`config.mk`:
```
export PLATFORM = sky130hd
export DESIGN_NAME = lcd_wr_seq
export DESIGN_NICKNAME = d
export VERILOG_FILES = /design/src/rtl/lcd_wr_pkg.sv /design/src/rtl/lcd_wr_timing_regs.sv /design/src/rtl/lcd_wr_phase_cnt.sv /design/src/rtl/lcd_wr_fsm.sv /design/src/rtl/lcd_wr_seq.sv
export SDC_FILE = /design/constraint.sdc
export NUM_CORES = 1
export LEC_CHECK = 0
export BUFFER_PORTS_ARGS = -buffer_cell sky130_fd_sc_hd__buf_2
export CORE_UTILIZATION = 50
export CTS_BUF_LIST = sky130_fd_sc_hd__clkbuf_4
export DETAILED_ROUTE_END_ITERATION = 6
export GPL_ROUTABILITY_DRIVEN = 0
export MAX_ROUTING_LAYER = met4
export PLACE_DENSITY_LB_ADDON = 0.3
export SLEW_MARGIN = 25
export SYNTH_ARGS = -nofsm -noshare
export SYNTH_HDL_FRONTEND = slang
export SYNTH_HIERARCHICAL = 1
export SYNTH_SLANG_ARGS = --single-unit
```
`constraint.sdc`:
```
create_clock -name clk -period 6.25 [get_ports clk]
set_input_delay 1.25 -clock clk [delete_from_list [all_inputs] [get_ports clk]]
set_output_delay 1.25 -clock clk [all_outputs]
set_load 0.02 [all_outputs]
```
`src/rtl/lcd_wr_pkg.sv`:
```
package lcd_wr_pkg;

    // Width of each timing field; a field value N gives N+1 clocks.
    localparam int TW = 4;

    typedef logic [TW-1:0] tfield_t;

    typedef struct packed {
        tfield_t cs_setup;
        tfield_t wr_setup;
        tfield_t wr_active;
        tfield_t wr_hold;
    } timing_t;

    localparam timing_t TIMING_RST = '{
        cs_setup:  tfield_t'(0),
        wr_setup:  tfield_t'(0),
        wr_active: tfield_t'(1),
        wr_hold:   tfield_t'(0)
    };

    typedef enum logic [2:0] {
        ST_IDLE,
        ST_ADDR,
        ST_CSWR,
        ST_WRLO,
        ST_HOLD
    } state_t;

endpackage

```
`src/rtl/lcd_wr_timing_regs.sv`:
```
module lcd_wr_timing_regs
    import lcd_wr_pkg::*;
(
    input  logic    clk,
    input  logic    rst_n,
    input  logic    load,
    input  timing_t load_val,
    input  logic    capture,
    output timing_t live,
    output timing_t snap
);

    // Programmed timing, reset to the defaults.
    always_ff @(posedge clk or negedge rst_n) begin
        if (!rst_n) begin
            live <= TIMING_RST;
        end else if (load) begin
            live <= load_val;
        end
    end

    // Copy used by the transfer in progress.
    always_ff @(posedge clk or negedge rst_n) begin
        if (!rst_n) begin
            snap <= TIMING_RST;
        end else if (capture) begin
            snap <= live;
        end
    end

endmodule

```
`src/rtl/lcd_wr_phase_cnt.sv`:
```
module lcd_wr_phase_cnt
    import lcd_wr_pkg::*;
(
    input  logic    clk,
    input  logic    rst_n,
    input  logic    load,
    input  tfield_t load_val,
    input  logic    dec,
    output logic    zero
);

    tfield_t cnt_q;

    always_ff @(posedge clk or negedge rst_n) begin
        if (!rst_n) begin
            cnt_q <= '0;
        end else if (load) begin
            cnt_q <= load_val;
        end else if (dec) begin
            cnt_q <= cnt_q - tfield_t'(1);
        end
    end

    assign zero = (cnt_q == '0);

    // a phase never counts below its zero end

    cnt_no_underflow_chk: assert property (@(posedge clk) disable iff (!rst_n)
        dec |-> !zero);


    cnt_ctrl_excl_chk: assert property (@(posedge clk) disable iff (!rst_n)
        !(load && dec));

endmodule

```
`src/rtl/lcd_wr_fsm.sv`:
```
module lcd_wr_fsm
    import lcd_wr_pkg::*;
#(
    parameter int ADDR_W = 8,
    parameter int DATA_W = 16
) (
    input  logic              clk,
    input  logic              rst_n,
    input  logic              req_valid,
    input  logic [ADDR_W-1:0] req_addr,
    input  logic [DATA_W-1:0] req_data,
    input  timing_t           tim_live,
    input  timing_t           tim_snap,
    input  logic              cnt_zero,
    output logic              accept,
    output logic              cnt_load,
    output tfield_t           cnt_load_val,
    output logic              cnt_dec,
    output logic              req_ready,
    output logic              done,
    output logic [ADDR_W-1:0] lcd_addr,
    output logic              lcd_cs_n,
    output logic              lcd_wr_n,
    output logic [DATA_W-1:0] lcd_data
);

    state_t            state_q, state_d;
    logic [ADDR_W-1:0] addr_q;
    logic [DATA_W-1:0] data_q;
    logic              done_q;

    // State register
    always_ff @(posedge clk or negedge rst_n) begin
        if (!rst_n) begin
            state_q <= ST_IDLE;
        end else begin
            state_q <= state_d;
        end
    end

    // Next state and phase counter control
    always_comb begin
        state_d      = state_q;
        accept       = 1'b0;
        cnt_load     = 1'b0;
        cnt_dec      = 1'b0;
        cnt_load_val = '0;
        unique case (state_q)
            ST_IDLE: begin
                if (req_valid) begin
                    accept       = 1'b1;
                    state_d      = ST_ADDR;
                    cnt_load     = 1'b1;
                    cnt_load_val = tim_live.cs_setup;
                end
            end
            ST_ADDR: begin
                if (cnt_zero) begin
                    state_d      = ST_CSWR;
                    cnt_load     = 1'b1;
                    cnt_load_val = tim_snap.wr_setup;
                end else begin
                    cnt_dec = 1'b1;
                end
            end
            ST_CSWR: begin
                if (cnt_zero) begin
                    state_d      = ST_WRLO;
                    cnt_load     = 1'b1;
                    cnt_load_val = tim_snap.wr_active;
                end else begin
                    cnt_dec = 1'b1;
                end
            end
            ST_WRLO: begin
                if (cnt_zero) begin
                    state_d      = ST_HOLD;
                    cnt_load     = 1'b1;
                    cnt_load_val = tim_snap.wr_hold;
                end else begin
                    cnt_dec = 1'b1;
                end
            end
            ST_HOLD: begin
                if (cnt_zero) begin
                    state_d = ST_IDLE;
                end else begin
                    cnt_dec = 1'b1;
                end
            end
            default: state_d = ST_IDLE;
        endcase
    end

    // Request capture and end-of-transfer pulse
    always_ff @(posedge clk or negedge rst_n) begin
        if (!rst_n) begin
            addr_q <= '0;
            data_q <= '0;
            done_q <= 1'b0;
        end else begin
            if (accept) begin
                addr_q <= req_addr;
                data_q <= req_data;
            end
            done_q <= (state_q == ST_HOLD) && cnt_zero;
        end
    end

    // Outputs decoded from the registered state
    always_comb begin
        req_ready = (state_q == ST_IDLE);
        lcd_cs_n  = 1'b1;
        lcd_wr_n  = 1'b1;
        lcd_data  = '0;
        lcd_addr  = addr_q;
        done      = done_q;
        unique case (state_q)
            ST_CSWR: lcd_cs_n = 1'b0;
            ST_WRLO: begin
                lcd_cs_n = 1'b0;
                lcd_wr_n = 1'b0;
                lcd_data = data_q;
            end
            ST_HOLD: begin
                lcd_cs_n = 1'b0;
                lcd_data = data_q;
            end
            default: ;
        endcase
    end


    wr_inside_cs_chk: assert property (@(posedge clk) disable iff (!rst_n)
        $fell(lcd_wr_n) |-> !lcd_cs_n);


    done_single_chk: assert property (@(posedge clk) disable iff (!rst_n)
        done |=> !done);


    done_with_cs_rise_chk: assert property (@(posedge clk) disable iff (!rst_n)
        done |-> ($rose(lcd_cs_n) && req_ready));


    addr_stable_chk: assert property (@(posedge clk) disable iff (!rst_n)
        !req_ready |=> (req_ready || $stable(lcd_addr)));


    snap_frozen_chk: assert property (@(posedge clk) disable iff (!rst_n)
        !req_ready |=> $stable(tim_snap));


    data_idle_zero_chk: assert property (@(posedge clk) disable iff (!rst_n)
        lcd_cs_n |-> (lcd_data == '0));

endmodule

```
`src/rtl/lcd_wr_seq.sv`:
```
module lcd_wr_seq
    import lcd_wr_pkg::*;
#(
    parameter int ADDR_W = 8,
    parameter int DATA_W = 16
) (
    input  logic              clk,
    input  logic              rst_n,
    input  logic              req_valid,
    output logic              req_ready,
    input  logic [ADDR_W-1:0] req_addr,
    input  logic [DATA_W-1:0] req_data,
    input  logic              cfg_load,
    input  logic [TW-1:0]     cfg_cs_setup,
    input  logic [TW-1:0]     cfg_wr_setup,
    input  logic [TW-1:0]     cfg_wr_active,
    input  logic [TW-1:0]     cfg_wr_hold,
    output logic              done,
    output logic [ADDR_W-1:0] lcd_addr,
    output logic              lcd_cs_n,
    output logic              lcd_wr_n,
    output logic [DATA_W-1:0] lcd_data
);

    timing_t cfg_in;
    timing_t tim_live;
    timing_t tim_snap;
    logic    accept;
    logic    cnt_load;
    logic    cnt_dec;
    logic    cnt_zero;
    tfield_t cnt_load_val;

    assign cfg_in = '{
        cs_setup:  cfg_cs_setup,
        wr_setup:  cfg_wr_setup,
        wr_active: cfg_wr_active,
        wr_hold:   cfg_wr_hold
    };

    lcd_wr_timing_regs u_regs (
        .clk      (clk),
        .rst_n    (rst_n),
        .load     (cfg_load),
        .load_val (cfg_in),
        .capture  (accept),
        .live     (tim_live),
        .snap     (tim_snap)
    );

    lcd_wr_phase_cnt u_cnt (
        .clk      (clk),
        .rst_n    (rst_n),
        .load     (cnt_load),
        .load_val (cnt_load_val),
        .dec      (cnt_dec),
        .zero     (cnt_zero)
    );

    lcd_wr_fsm #(
        .ADDR_W (ADDR_W),
        .DATA_W (DATA_W)
    ) u_fsm (
        .clk          (clk),
        .rst_n        (rst_n),
        .req_valid    (req_valid),
        .req_addr     (req_addr),
        .req_data     (req_data),
        .tim_live     (tim_live),
        .tim_snap     (tim_snap),
        .cnt_zero     (cnt_zero),
        .accept       (accept),
        .cnt_load     (cnt_load),
        .cnt_load_val (cnt_load_val),
        .cnt_dec      (cnt_dec),
        .req_ready    (req_ready),
        .done         (done),
        .lcd_addr     (lcd_addr),
        .lcd_cs_n     (lcd_cs_n),
        .lcd_wr_n     (lcd_wr_n),
        .lcd_data     (lcd_data)
    );


    busy_holds_chk: assert property (@(posedge clk) disable iff (!rst_n)
        (!req_ready && !lcd_cs_n) |=> (!req_ready || lcd_cs_n));

endmodule

```
## After elaboration in Yosys (flattened, before gate mapping)

Index checks and enable logic that the tools add are counted.

| operators by class | value |
|---|---|
| $add $sub $neg | 1 |
| $mul | 0 |
| divide/modulo/power cells | 0 |
| order comparisons | 0 |
| equality and inequality tests | 9 |
| shifts and indexed selects | 0 |
| mux-type cells | 22 |
| bitwise gates (word level) | 0 |
| reductions and logical operators | 9 |

Operators with widths:

| operator | count |
|---|---|
| $mux W4 | 6 |
| $mux W16 | 1 |
| $pmux W4 S4 | 1 |
| $mux W3 | 5 |
| $pmux W3 S5 | 1 |
| $ne A2 B1 Y1 const B | 4 |
| $mux W1 | 7 |
| $eq A3 B2 Y1 const B | 2 |
| $reduce_or A3 Y1 | 2 |
| $reduce_and A5 Y1 | 1 |
| $logic_not A4 Y1 | 1 |
| $reduce_or A4 Y1 | 1 |
| $sub A4 B1 Y4 const B | 1 |
| $eq A3 B1 Y1 const B | 1 |
| $eq A3 B3 Y1 const B | 1 |
| $logic_not A3 Y1 | 1 |
| $ne A2 B2 Y1 const B | 1 |
| $pmux W1 S2 | 1 |
| $reduce_bool A2 Y1 | 1 |
| $reduce_or A2 Y1 | 1 |
| $logic_and A1 B1 Y1 | 1 |

| storage, ports and cells | value |
|---|---|
| bits in registers | 60 |
| bits in latches | 0 |
| RAM bits | 0 |
| memory bits (read-only) | 0 |
| bits of input ports | 44 |
| output and inout port bits | 28 |
| word-level logic and storage cells | 53 |
| memories | 0 |

## Depth between registers and ports, before layout

Gate-level depths: netlist of the first run.

| logic depth | value |
|---|---|
| depth after elaboration | 5 |
| depth in mapped cells | 8 |
| mapped depth without buffers | 8 |

## Modules after synthesis

Netlist of the first run, hierarchy kept.

Modules (own cells, without submodules):

| module | times used | cells an instance | area each (sq um) | seq. area each (sq um) |
|---|---|---|---|---|
| lcd_wr_fsm | 1 | 114 | 1,411.4 | 700.7 |
| lcd_wr_timing_regs | 1 | 68 | 1,301.2 | 803.3 |
| lcd_wr_phase_cnt | 1 | 21 | 230.2 | 100.1 |

## Worst setup path before layout of the first run

OpenSTA, ideal clock, no wires.

| timing | value |
|---|---|
| path kind | register to output |
| from | register u_fsm.state_q[2] |
| to | output lcd_data[10] |
| data arrival time | 1.393 ns |
| required time | 5.000 ns |
| path slack | 3.607 ns |
| stages on the path, launching flop included | 6 |
| path buffers | 2 |
| cells stage by stage | dfrtp_1 > buf_2 > nand3b_1 > nand2_4 > buf_6 > and2_1 |

| between the ends | value |
|---|---|
| cells in the longest elaborated chain, start to end | 3 |
| elaborated cells on any way between the ends | 4 |
| those cells by class | 2 x eq/ne; 1 x mux; 1 x reduce/logical |

Ends and longest elaborated chain:

| item | RTL line | RTL |
|---|---|---|
| start, declared | lcd_wr_fsm.sv:27 | `state_t state_q, state_d;` |
| start signal, assigned | lcd_wr_fsm.sv:37 | `state_q <= state_d;` |
| $eq A3 B2 Y1 or $eq A3 B3 Y1 (tied branches) | lcd_wr_fsm.sv:118 | `unique case (state_q)` |
| $reduce_or A2 Y1 (no line) * | n/a |  |
| $mux W16 * | lcd_wr_fsm.sv:118 |  |
| end, declared | lcd_wr_seq.sv:22 | `output logic [DATA_W-1:0] lcd_data` |

Mark *: on every way between the ends. The rest lies on a longest branch, timed or not.

## Worst setup path after layout of the first run

| timing | value |
|---|---|
| from | register u_fsm.state_q[0] |
| to | output lcd_data[1] |

Same word-level chain as after synthesis.

==> key figures, run 1 <==
Status
  – Status: finished, final reports clean

Detailed routing
  – Initial drt markers: 67
  – DR vias: 1678
  – DRT Pass-1 Iters: 6
  – WL/cell: 13.0 um
  – Vias per inst: 4.89
  – DRT Wirelength: 4.45 mm
  – Post-DRT Antenna Nets: 0
  – # DRC: 0

Global routing
  – Number of global-route vias before repair: 1712
  – Total GRT Usage: 17.7%
  – First-pass GRT wire length: 7.72 mm
  – Initial antenna violation count: 0
  – Largest net degree at the start of global routing: 61
  – GRT overflow: 0

Critical path
  – Critical-path top delay cell: dfrtp_1
  – Critical Path, Cell by Cell: or3b_4, nand2_4, and2_1, buf_2
  – Slowest stage delay, CP: 0.59 ns
  – Crit Path Max Fanout: 16
  – Critical path data arrival time: 1.91 ns
  – WP data required: 5.00 ns
  – Setup crit start kind: flop
  – Kind of critical path: reg -> out
  – Worst setup EP type: output port

Clock network
  – Clock Path Buffers: 2
  – CTS clk-pin slew, worst paths: 0.09 ns
  – Sink Count: 60
  – Setup bufs post-CTS: 0
  – CTS tree: done
  – Total CTS buffers: 9
  – Root Driver: clkbuf_4
  – CTS Hold Bufs: 0
  – H-tree depth: 3
  – Cts repair resizes: 0
  – Skew-Pair Late Insertion Delay: 0.38 ns

Logic synthesis
  – Yosys warns: 6
  – Syn_nets: 240
  – Synthesized cell area: 2790 um2
  – Cells after Synth: 195
  – Syn Area/Cell: 14.3 um2

Floorplanning
  – Die height: 76.7 um
  – Die Area: 5880 um2
  – Starting Density: 53.3%
  – Die Span X: 76.7 um
  – Core Rows: 26
  – Boundary Pins: 72
  – Core area: 5240 um2

Place
  – DP HPWL: 3.09 mm
  – PortBufs: 71
  – DP Worst Slack: 3.49 ns

Timing
  – Final worst path period need: 3.16 ns
  – Max Freq: 0.316 GHz
  – Fin. Hold Viols: 0
  – Worst rel slew slack: 48.9%
  – Unrepaired setup endpoints after global routing: false
  – Final worst slack: 3.09 ns
  – Slew Limit Fails: 0
  – Final setup viols: 0
  – Hold slack: 0.491 ns
  – Worst-Margin Slew: 0.765 ns
  – Worst Clk Skew: 0.0116 ns
  – Fin crit share: 50.6%
  – Setup tns final: 0 ns

Final layout
  – Area delta synth->final: 15.7%
  – Total Nets Final: 313
  – Area taken by multi-input logic gates: 1150 um2
  – Share of cells above drive strength 1: 54.2%
  – Register area: 1500 um2
  – Fill count: 428
  – N_diodes: 0

Job
  – Max_cap viols: 0

Pwr
  – Power, Total: 1.51 mW
  – P_leak: 1.57 nW
  – P per Cell Area: 469 nW/um2
  – Maximum VDD drop: 0.297 mV

Min path
  – Worst min path class: reg -> reg
final cells by class:
type / count / share of cell area, %
clock buffer: 12 / 2.79
clock inverter: 4 / 0.543
inverter: 2 / 0.233
multi-input combinational: 122 / 35.7
sequential: 60 / 46.6
tap: 70 / 2.71
timing repair buffer: 73 / 11.5
state kept, by name, indices dropped and copies added, names as in the netlist:
name            flops
u_fsm/state_q       3
u_regs/snap        12
u_fsm/done          1
u_fsm/data_q       16
u_cnt/cnt_q         4
u_fsm/lcd_addr      8
u_regs/live        16
per-stage QoR:
step / area [um2] / std cells / util [%]
2_1_floorplan: 2790 / 195 / -
3_3_place_gp: 3120 / 327 / 59.6
3_5_place_dp: 3120 / 327 / 59.6
4_1_cts: 3230 / 343 / 61.6
5_1_grt: 3230 / 343 / 61.6
6_report: 3230 / 343 / 61.6
worst paths after layout:
check	from	endpoint	slack [ns]	depth (start not counted)
max	u_fsm/state_q[0]	lcd_data[1]	3.09	4
min	u_fsm/lcd_addr[3]	u_fsm/lcd_addr[3]	0.49	1
max reg2reg	u_cnt/cnt_q[1]	u_cnt/cnt_q[3]	3.76	6
min reg2reg	u_fsm/lcd_addr[3]	u_fsm/lcd_addr[3]	0.49	1
max in group asynchronous	rst_n	u_fsm/data_q[10]	4.77	2
min in group asynchronous	rst_n	u_fsm/lcd_addr[6]	1.01	2
cells in the final DEF (no fill, tap or decap), drive strengths merged, types with 2 or more instances in the layout:
| master | n |
|---|---|
| nand3b | 2 |
| nor2 | 2 |
| inv | 2 |
| dfrtp | 58 |
| buf | 73 |
| a21oi | 2 |
| xor2 | 3 |
| nor4b | 2 |
| clkbuf | 12 |
| mux2 | 58 |
| dfstp | 2 |
| nand2 | 16 |
| and2 | 16 |
| o21ai | 5 |
| clkinv | 4 |
| a22oi | 4 |
metal layers:
metal / up-vias / part of all wire, % / track usage [%]
met5: - / 0 / -
met4: 0 / 2.2 / 8.65
met3: 10 / 4.2 / 4.40
met2: 48 / 47 / 26.1
met1: 802 / 47 / 22.7
li1: 818 / - / -
power breakdown:
group | internal [mW] | total, mW | switching [mW]
clock network | 0.0917 | 0.216 | 0.125
logic | 0.336 | 0.644 | 0.309
registers | 0.544 | 0.652 | 0.107
worst max-delay path, delay by kind of cell (launching register included):
family                 cells  cell delay, ns
DFF                        1            0.59
buffers and inverters      1            0.15
and+or+nand+nor            3            0.79
Power figures use the tool's default switching activity.
==> inputs of run 2 (changes only) <==
clock period = 2.8 ns   (was 6.25 ns; I/O delays follow)
==> key figures, run 2 (synthesized netlist as in run 1, its figures left out) <==
Timing
  – Worst-Margin Slew: 0.729 ns (-0.0363 ns)
  – Fin. Hold Viols: 0 (unchanged)
  – Hold slack: 0.207 ns (-0.284 ns)
  – Fin crit share: 88.1%
  – Setup tns final: 0 ns (unchanged)
  – Max Freq: 0.405 GHz
  – Final worst path period need: 2.47 ns
  – Worst rel slew slack: 51.2% (+2.3 points)
  – Unrepaired setup endpoints after global routing: false
  – Worst Clk Skew: 0.00825 ns (-0.00333 ns)
  – Final setup viols: 0 (unchanged)
  – Slew Limit Fails: 0 (unchanged)
  – Final worst slack: 0.333 ns (-2.75 ns)

Final layout
  – Biggest regs: u_fsm/data_q: 16 flops, u_regs/live: 16 flops, u_regs/snap: 12 flops
  – Area delta synth->final: 17.1%
  – Share of cells above drive strength 1: 54.5% (+0.33 points)
  – Final std cells w/o fill: 345 (+0.58%)
  – Most common cell after layout, fill and taps aside: buf_2
  – Fill count: 430 (+0.47%)
  – N_diodes: 0 (unchanged)
  – Commonest cells after routing, fill and taps aside: 71 x buf_2, 58 x dfrtp_1, 35 x mux2_2
  – Total Nets Final: 315 (+0.64%)

Clock network
  – Skew-Pair Late Insertion Delay: 0.38 ns (about the same)
  – Total CTS buffers: 9 (unchanged)
  – Root Driver: clkbuf_4
  – CTS tree: done
  – Clock Path Buffers: 2 (unchanged)
  – CTS clk-pin slew, worst paths: 0.09 ns (about the same)
  – Sink Count: 60 (unchanged)
  – Setup bufs post-CTS: 0 (unchanged)
  – Cts repair resizes: 0 (unchanged)
  – CTS Hold Bufs: 0 (unchanged)
  – H-tree depth: 3 (unchanged)

Global routing
  – Number of global-route vias before repair: 1704 (-0.47%)
  – GRT overflow: 0 (unchanged)
  – Largest net degree at the start of global routing: 32 (-48%)
  – First-pass GRT wire length: 7.92 mm (+2.6%)
  – Total GRT Usage: 18.1% (+0.48 points)
  – Initial antenna violation count: 0 (unchanged)

Detailed routing
  – Initial drt markers: 83 (+24%)
  – DRT Wirelength: 4.67 mm (+4.9%)
  – Post-DRT Antenna Nets: 0 (unchanged)
  – Metal-1 WL: 2.19 mm (+5.0%)
  – WL/cell: 13.5 um (+4.3%)
  – Metal2 WL: 2.23 mm (+7.2%)
  – Uppermost layer routed: met4
  – DR vias: 1728 (+3.0%)
  – DRT Pass-1 Iters: 4 (-2)
  – Met3 Wirelength: 177 um (-5.3%)
  – # DRC: 0 (unchanged)
  – Vias per inst: 5.01 (+2.4%)

Place
  – Inst Count DP: 329 (+0.61%)
  – PortBufs: 71 (unchanged)
  – DP HPWL: 3.39 mm (+9.6%)
  – DP Worst Slack: 0.559 ns (-2.93 ns)

Floorplanning
  – Boundary Pins: 72 (unchanged)
  – Core Rows: 26 (unchanged)
  – Die Span X: 76.7 um (unchanged)
  – Die height: 76.7 um (unchanged)
  – Die Area: 5880 um2 (unchanged)
  – Core area: 5240 um2 (unchanged)
  – Starting Density: 53.3% (unchanged)

Job
  – Max_cap viols: 0 (unchanged)

Critical path
  – Setup crit start kind: flop
  – WP data required: 2.24 ns (-2.76 ns)
  – Critical path data arrival time: 1.91 ns (about the same)
  – Kind of critical path: reg -> out
  – Crit Path Max Fanout: 16 (unchanged)
  – Worst setup EP type: output port

Pwr
  – P per Cell Area: 1050 nW/um2 (+120%)
  – P_leak: 1.59 nW (+1.2%)
  – Maximum VDD drop: 0.602 mV (+100%)

Status
  – Status: finished, final reports clean

Min path
  – Worst min path class: in -> async
-- run 2: cell count changes in the layout (fill, tap and decap cells not counted) --
cell    before  now
buf_12       0    2
-- run 2: worst max-delay path, cell delays in order, from the launching register on --
cell	delay, ns
dfrtp_1	0.57
or3b_4	0.50
nand2_4	0.15
and2_1	0.15
buf_2	0.16
-- run 2: area by class of cell --
type | count | area, um2 | share of cell area (%)
flip-flops and latches | 60 | 1500 | 46.0
multi-input cells | 122 | 1150 | 35.2
repair buffers | 75 | 410 | 12.6
clock buffers | 12 | 90.1 | 2.76
well taps | 70 | 87.6 | 2.68
clock inverters | 4 | 17.5 | 0.536
inverters | 2 | 7.51 | 0.230
-- run 2: per-layer routing --
layer,global-route usage (%),vias to the layer above
li1,-,825
met4,9.42,0
met3,4.17,8
met5,-,-
met2,27.1,49
met1,23.1,846
-- run 2: power by group --
group | internal, mW | switching, mW
Combinational | 0.780 | 0.699
Clock | 0.205 | 0.283
Sequential | 1.22 | 0.241
-- run 2: path summary, 6_finish.rpt --
| kind | from | end | slack (ns) | cells after the start |
|---|---|---|---|---|
| min in group clk | req_addr[3] | u_fsm/lcd_addr[3] | 0.39 | 2 |
| max | u_fsm/state_q[0] | lcd_data[13] | 0.33 | 4 |
| max reg2reg | u_fsm/state_q[0] | u_cnt/cnt_q[3] | 0.57 | 6 |
| min | rst_n | u_fsm/lcd_addr[4] | 0.21 | 1 |
| min reg2reg | u_fsm/lcd_addr[3] | u_fsm/lcd_addr[3] | 0.49 | 1 |
| max in group asynchronous | rst_n | u_regs/live[4] | 1.93 | 2 |
-- run 2: through the flow --
stage                     utilization [%]  power (mW)  cell area (um2)
after floorplan                         -        2.63             2790
after global placement               60.3        2.92             3160
after detailed placement             60.3        2.98             3160
after CTS                            62.4        3.48             3270
after global routing                 62.4        3.67             3270
final                                62.4        3.42             3270
